File: config.mk
export PLATFORM = sky130hd
export DESIGN_NAME = por_seq
export DESIGN_NICKNAME = d
export VERILOG_FILES = /design/src/rtl/por_seq_pkg.sv /design/src/rtl/por_startup_tmr.sv /design/src/rtl/por_run_cnt.sv /design/src/rtl/por_seq.sv
export SDC_FILE = /design/constraint.sdc
export NUM_CORES = 1
export LEC_CHECK = 0
export BUFFER_PORTS_ARGS = -buffer_cell sky130_fd_sc_hd__buf_4
export CAP_MARGIN = 20
export CORE_MARGIN = 4
export CORE_UTILIZATION = 28
export CTS_CLUSTER_DIAMETER = 50
export CTS_CLUSTER_SIZE = 12
export DETAILED_ROUTE_END_ITERATION = 10
export SLEW_MARGIN = 10
export SYNTH_ARGS = -nofsm -noshare
export SYNTH_HDL_FRONTEND = slang
export SYNTH_SLANG_ARGS = --single-unit
File: constraint.sdc
create_clock -name clk_i -period 1.9 [get_ports clk_i]
set_input_delay 0.38 -clock clk_i [delete_from_list [all_inputs] [get_ports clk_i]]
set_output_delay 0.38 -clock clk_i [all_outputs]
set_load 0.01 [all_outputs]
File: src/rtl/por_seq_pkg.sv
package por_seq_pkg;
  typedef enum logic [1:0] {
    ST_INIT = 2'd0,
    ST_ON   = 2'd1,
    ST_DOWN = 2'd2
  } por_state_e;
endpackage

File: src/rtl/por_startup_tmr.sv
module por_startup_tmr #(
  parameter int LEN = 50_000_000
) (
  input  logic clk_i,
  input  logic rst_ni,
  output logic done_o,
  output logic end_o
);
  localparam int W = $clog2(LEN + 1);

  logic [W-1:0] cnt_q;

  assign done_o = (cnt_q == W'(LEN));
  // high during the cycle whose closing edge completes the timer
  assign end_o  = (cnt_q == W'(LEN - 1));

  always_ff @(posedge clk_i or negedge rst_ni) begin
    if (!rst_ni)     cnt_q <= '0;
    else if (!done_o) cnt_q <= cnt_q + W'(1);
  end
endmodule

File: src/rtl/por_run_cnt.sv
module por_run_cnt #(
  parameter int LEN = 1250
) (
  input  logic clk_i,
  input  logic rst_ni,
  input  logic en_i,
  output logic hit_o
);
  localparam int W = (LEN > 1) ? $clog2(LEN + 1) : 1;

  logic [W-1:0] cnt_q;

  // hit on the LEN-th consecutive enabled edge
  assign hit_o = en_i && (cnt_q == W'(LEN - 1));

  always_ff @(posedge clk_i or negedge rst_ni) begin
    if (!rst_ni)              cnt_q <= '0;
    else if (!en_i || hit_o)  cnt_q <= '0;
    else                      cnt_q <= cnt_q + W'(1);
  end
endmodule

File: src/rtl/por_seq.sv
module por_seq
  import por_seq_pkg::*;
#(
  parameter int STARTUP_CYC  = 50_000_000,
  parameter int DEGLITCH_CYC = 1250,
  parameter int RELEASE_CYC  = 700_000
) (
  input  logic clk_i,
  input  logic rst_ni,
  input  logic rail_good_i,
  input  logic hard_rst_i,
  input  logic vin_low_i,
  input  logic uv_clr_i,
  output logic rst_no,
  output logic irq_no,
  output logic uv_flag_o
);
  por_state_e st_q, st_d;
  logic su_done, su_end;
  logic dg_en, dg_hit, rel_en, rel_hit;
  logic uv_q;

  por_startup_tmr #(.LEN(STARTUP_CYC)) u_su_tmr (
    .clk_i  (clk_i),
    .rst_ni (rst_ni),
    .done_o (su_done),
    .end_o  (su_end)
  );

  assign dg_en  = (st_q == ST_ON) && !rail_good_i;
  assign rel_en = (st_q == ST_DOWN) && rail_good_i && !hard_rst_i;

  por_run_cnt #(.LEN(DEGLITCH_CYC)) u_dg_cnt (
    .clk_i  (clk_i),
    .rst_ni (rst_ni),
    .en_i   (dg_en),
    .hit_o  (dg_hit)
  );

  por_run_cnt #(.LEN(RELEASE_CYC)) u_rel_cnt (
    .clk_i  (clk_i),
    .rst_ni (rst_ni),
    .en_i   (rel_en),
    .hit_o  (rel_hit)
  );

  always_comb begin
    st_d = st_q;
    unique case (st_q)
      ST_INIT: if (su_done && rail_good_i && !hard_rst_i) st_d = ST_ON;
      ST_ON:   if (hard_rst_i || dg_hit)                  st_d = ST_DOWN;
      ST_DOWN: if (rel_hit)                               st_d = ST_ON;
      default:                                            st_d = ST_INIT;
    endcase
  end

  always_ff @(posedge clk_i or negedge rst_ni) begin
    if (!rst_ni) st_q <= ST_INIT;
    else         st_q <= st_d;
  end

  // set wins over clear
  always_ff @(posedge clk_i or negedge rst_ni) begin
    if (!rst_ni)                  uv_q <= 1'b0;
    else if (su_end && vin_low_i) uv_q <= 1'b1;
    else if (uv_clr_i)            uv_q <= 1'b0;
  end

  assign rst_no    = (st_q == ST_ON);
  assign uv_flag_o = uv_q;
  assign irq_no    = ~uv_q;
endmodule

==> results by group <==
Status
  – Status: finished, final reports clean

Floorplanning
  – Core Area: approximately 0.010 mm²
  – Die W: 111.1 µm
  – Initial Util: just under 30%
  – Ports: 9
  – Die height: roughly 110 µm
  – Std cell rows: 37
  – Die Footprint: approximately 0.012 mm²

Critical path
  – Critical Path Fanout Max: 17
  – Worst Path Required: 2.12 ns
  – Crit end category: flip-flop
  – CP arrival: around 2.0 ns
  – CP Cell Sequence: or2_2, or4_4, o21bai_4, buf_12, nor2_1
  – CP Launch Type: flip-flop
  – Critical path's largest stage delay: around 0.55 ns
  – Setup Crit Path Kind: flip-flop to flip-flop
  – Slowest CP cell: or4_4

GRT
  – Initial antenna violation count: 0
  – Vias in the first global route: ~2100
  – GRT overflow: 0
  – First-pass GRT wire length: about 9700 µm
  – All-layer global routing usage: 9.493%
  – Largest net degree at the start of global routing: 37

CTS
  – Num CTS Buffers: 9
  – Worst-Skew Late Latency: 0.34 ns
  – Clk buf depth: 2
  – H-tree depth: 3
  – Reg clk slew, reported paths: ~0.08 ns
  – CTS tree: done
  – Clock Root Buffer: clkbuf_8
  – Clk sinks: 60
  – # Post-CTS Setup Buffers: 0

Layout
  – Register area: about 0.0015 mm²
  – Total Nets Final: about 330
  – Share of layout cells above drive strength 1: ~17%
  – Layout area overhead: 21.20%
  – Post-layout util: 34.92%
  – Fillers: about 1000
  – Multi-input gate area: about 0.0014 mm²
  – Inserted Diodes: 0

Routing
  – Initial DRC Count: 126
  – Vias: 2142
  – Post-DR wirelength/cell: approximately 12 µm
  – Pre-antenna DRT Iters: 4
  – Final ANT Viol Nets: 0
  – DRC viols: 0
  – Vias per cell: around 4.7
  – WL final: 5511 µm

Power and ir drop
  – Leak: 1.483 nW
  – Pwr Density: 765.5 mW/mm²
  – Worst vdd ir: 0.3214 mV
  – Tot Pwr: ~2.8 mW

Timing
  – Setup Skew: around 0.012 ns
  – Setup TNS: 0 ns
  – Final worst path period need: between 1.5 and 2 ns
  – Slew Viols, Final: 0
  – Period utilization: a little over nine tenths
  – Final Hold Viols: 0
  – RSZ-0062 raised after global routing: false
  – Worst slew pin tran: between 0.4 and 0.5 ns
  – Final setup violation count: 0
  – Fmax: about 560 MHz
  – Final hold slack: ~0.20 ns
  – Slew HR: approximately 68%

Logic synthesis
  – #FFs+latches synth: 60
  – Post-Syn Area: around 0.003 mm²
  – Syn Nets: between 200 and 300
  – Synth Flop Type: dfrtp_1
  – Mean Syn Cell Area: ~10 µm²
  – Warning count from the yosys run: 0
  – Register area share after synthesis: 50.48%
  – Yosys cell types: 40
  – Top cells by area, synth: dfrtp_1, xnor2_1, xor2_1, nor2_1, nand4_1
  – Largest area contributor in the netlist: dfrtp_1
  – Synth Instances: ~290
  – Post-synth EDFFs: 0
  – Synth async-reset ratio: 100.0%
  – Synth top area share: 50.48%

Min path
  – Tightest Hold Check Type: input pin to flip-flop

Placement
  – Hpwl dp: approximately 3800 µm
  – IO buf count: 8
  – Final Wtd Congestion: approximately 0.74

Flow run
  – Max-cap violations: 0
-- cell usage after synthesis, drive strengths merged, types with 2 or more instances --
cell type / instances
nand3: 21
xnor2: 26
and3: 4
or3: 4
nand4b: 2
xor2: 20
ha: 5
nor4: 6
nand4: 19
inv: 9
nor4b: 3
nand2b: 4
o21ai: 6
nor3: 10
clkbuf: 3
nor4bb: 2
nor2: 37
a21oi: 5
nand2: 16
or4: 2
dfrtp: 60
o2bb2ai: 2
buf: 2
and4: 7
-- flip-flops by register name, summed over array words and instances, names as in the netlist --
register         cells
u_rel_cnt.cnt_q     20
u_dg_cnt.cnt_q      11
u_su_tmr.cnt_q      26
uv_flag_o            1
st_q                 2
-- power breakdown --
| part | leakage (nW) | switching [mW] | total, mW | internal [mW] |
|---|---|---|---|---|
| sequential | 0.822 | 0.00343 | 1.28 | 1.28 |
| clock | 0.117 | 0.534 | 1.41 | 0.874 |
| combinational | 0.544 | 0.0403 | 0.0668 | 0.0265 |
| total | 1.48 | 0.578 | 2.76 | 2.18 |
-- final cells by class --
cell class	count	area share, %
Timing Repair Buffer	27	6.387
Sequential cell	60	41.65
Clock inverter	6	3.089
Inverter	9	0.9372
Tap cell	136	4.721
Clock buffer	10	3.540
Multi-Input combinational cell	211	39.67
-- final timing paths --
| check | end | slack (ns) | start | depth (start not counted) |
|---|---|---|---|---|
| max in group asynchronous | u_su_tmr.cnt_q[21]$_DFFE_PN0P_ | 0.86 | rst_ni | 3 |
| hold / removal | uv_flag_o$_DFFE_PN0P_ | 0.20 | uv_clr_i | 2 |
| min in group asynchronous | u_dg_cnt.cnt_q[9]$_DFF_PN0_ | 0.54 | rst_ni | 2 |
| setup reg to reg | u_rel_cnt.cnt_q[7]$_DFF_PN0_ | 0.1 | u_rel_cnt.cnt_q[16]$_DFF_PN0_ | 5 |
| setup / recovery | u_rel_cnt.cnt_q[7]$_DFF_PN0_ | 0.1 | u_rel_cnt.cnt_q[16]$_DFF_PN0_ | 5 |
| hold reg to reg | u_su_tmr.cnt_q[23]$_DFFE_PN0P_ | 0.48 | u_su_tmr.cnt_q[23]$_DFFE_PN0P_ | 1 |
-- layer usage --
layer	wire, µm	GRT usage, %	vias up
met5	0	0	-
met2	2550	14.81	31
li1	-	-	1076
met3	217	4.312	4
met1	2690	11.90	1031
met4	52	2.676	0
-- logic make-up after synthesis --
| group | share of synthesized area, % |
|---|---|
| AOI/OAI and AO/OA | 4.123 |
| DFF | 50.48 |
| buffers and inverters | 2.061 |
| adders and majority gates | 2.103 |
| muxes | 0.7152 |
| and+or+nand+nor | 26.97 |
| xor gates and xnor gates | 13.55 |
-- timing repair --
action,in CTS,in global routing
gates resized for setup,0,3
hold buffers,1,0
hold endpoints to repair,9,0
endpoints found under the setup margin,0,4
-- layout by cell type (no fill, tap or decap), types with 4 or more instances in the layout --
master | Yosys | layout
nor3_1 | 10 | 10
clkbuf_8 | 0 | 9
nand2_1 | 16 | 16
xnor2_1 | 26 | 26
buf_4 | 0 | 24
xor2_1 | 20 | 20
and3_1 | 4 | 4
a21oi_2 | 4 | 4
nand2b_1 | 4 | 4
or3_1 | 4 | 4
ha_1 | 5 | 5
nand3_1 | 21 | 21
nand4_1 | 18 | 18
dfrtp_1 | 60 | 60
and4_1 | 7 | 7
nor2_1 | 37 | 37
inv_1 | 9 | 9
o21ai_0 | 4 | 4
-- worst max-delay path: cells and delay by family, from the launching register on --
family / cells / cell delay, ns
flip-flops: 1 / 0.42
AND/OR/NAND/NOR: 3 / 0.91
buffers and inverters: 1 / 0.16
AO/OA/AOI/OAI: 1 / 0.17
-- metrics by stage --
stage	std cells	worst slack [ns]	area, µm²
2_1_floorplan	285	0.01261	2974
3_3_place_gp	442	0.1017	3337
3_5_place_dp	442	0.01693	3337
4_1_cts	459	0.008499	3586
5_1_grt	459	0.03471	3605
6_report	459	0.09947	3605
(Power assumes the default switching activity.)
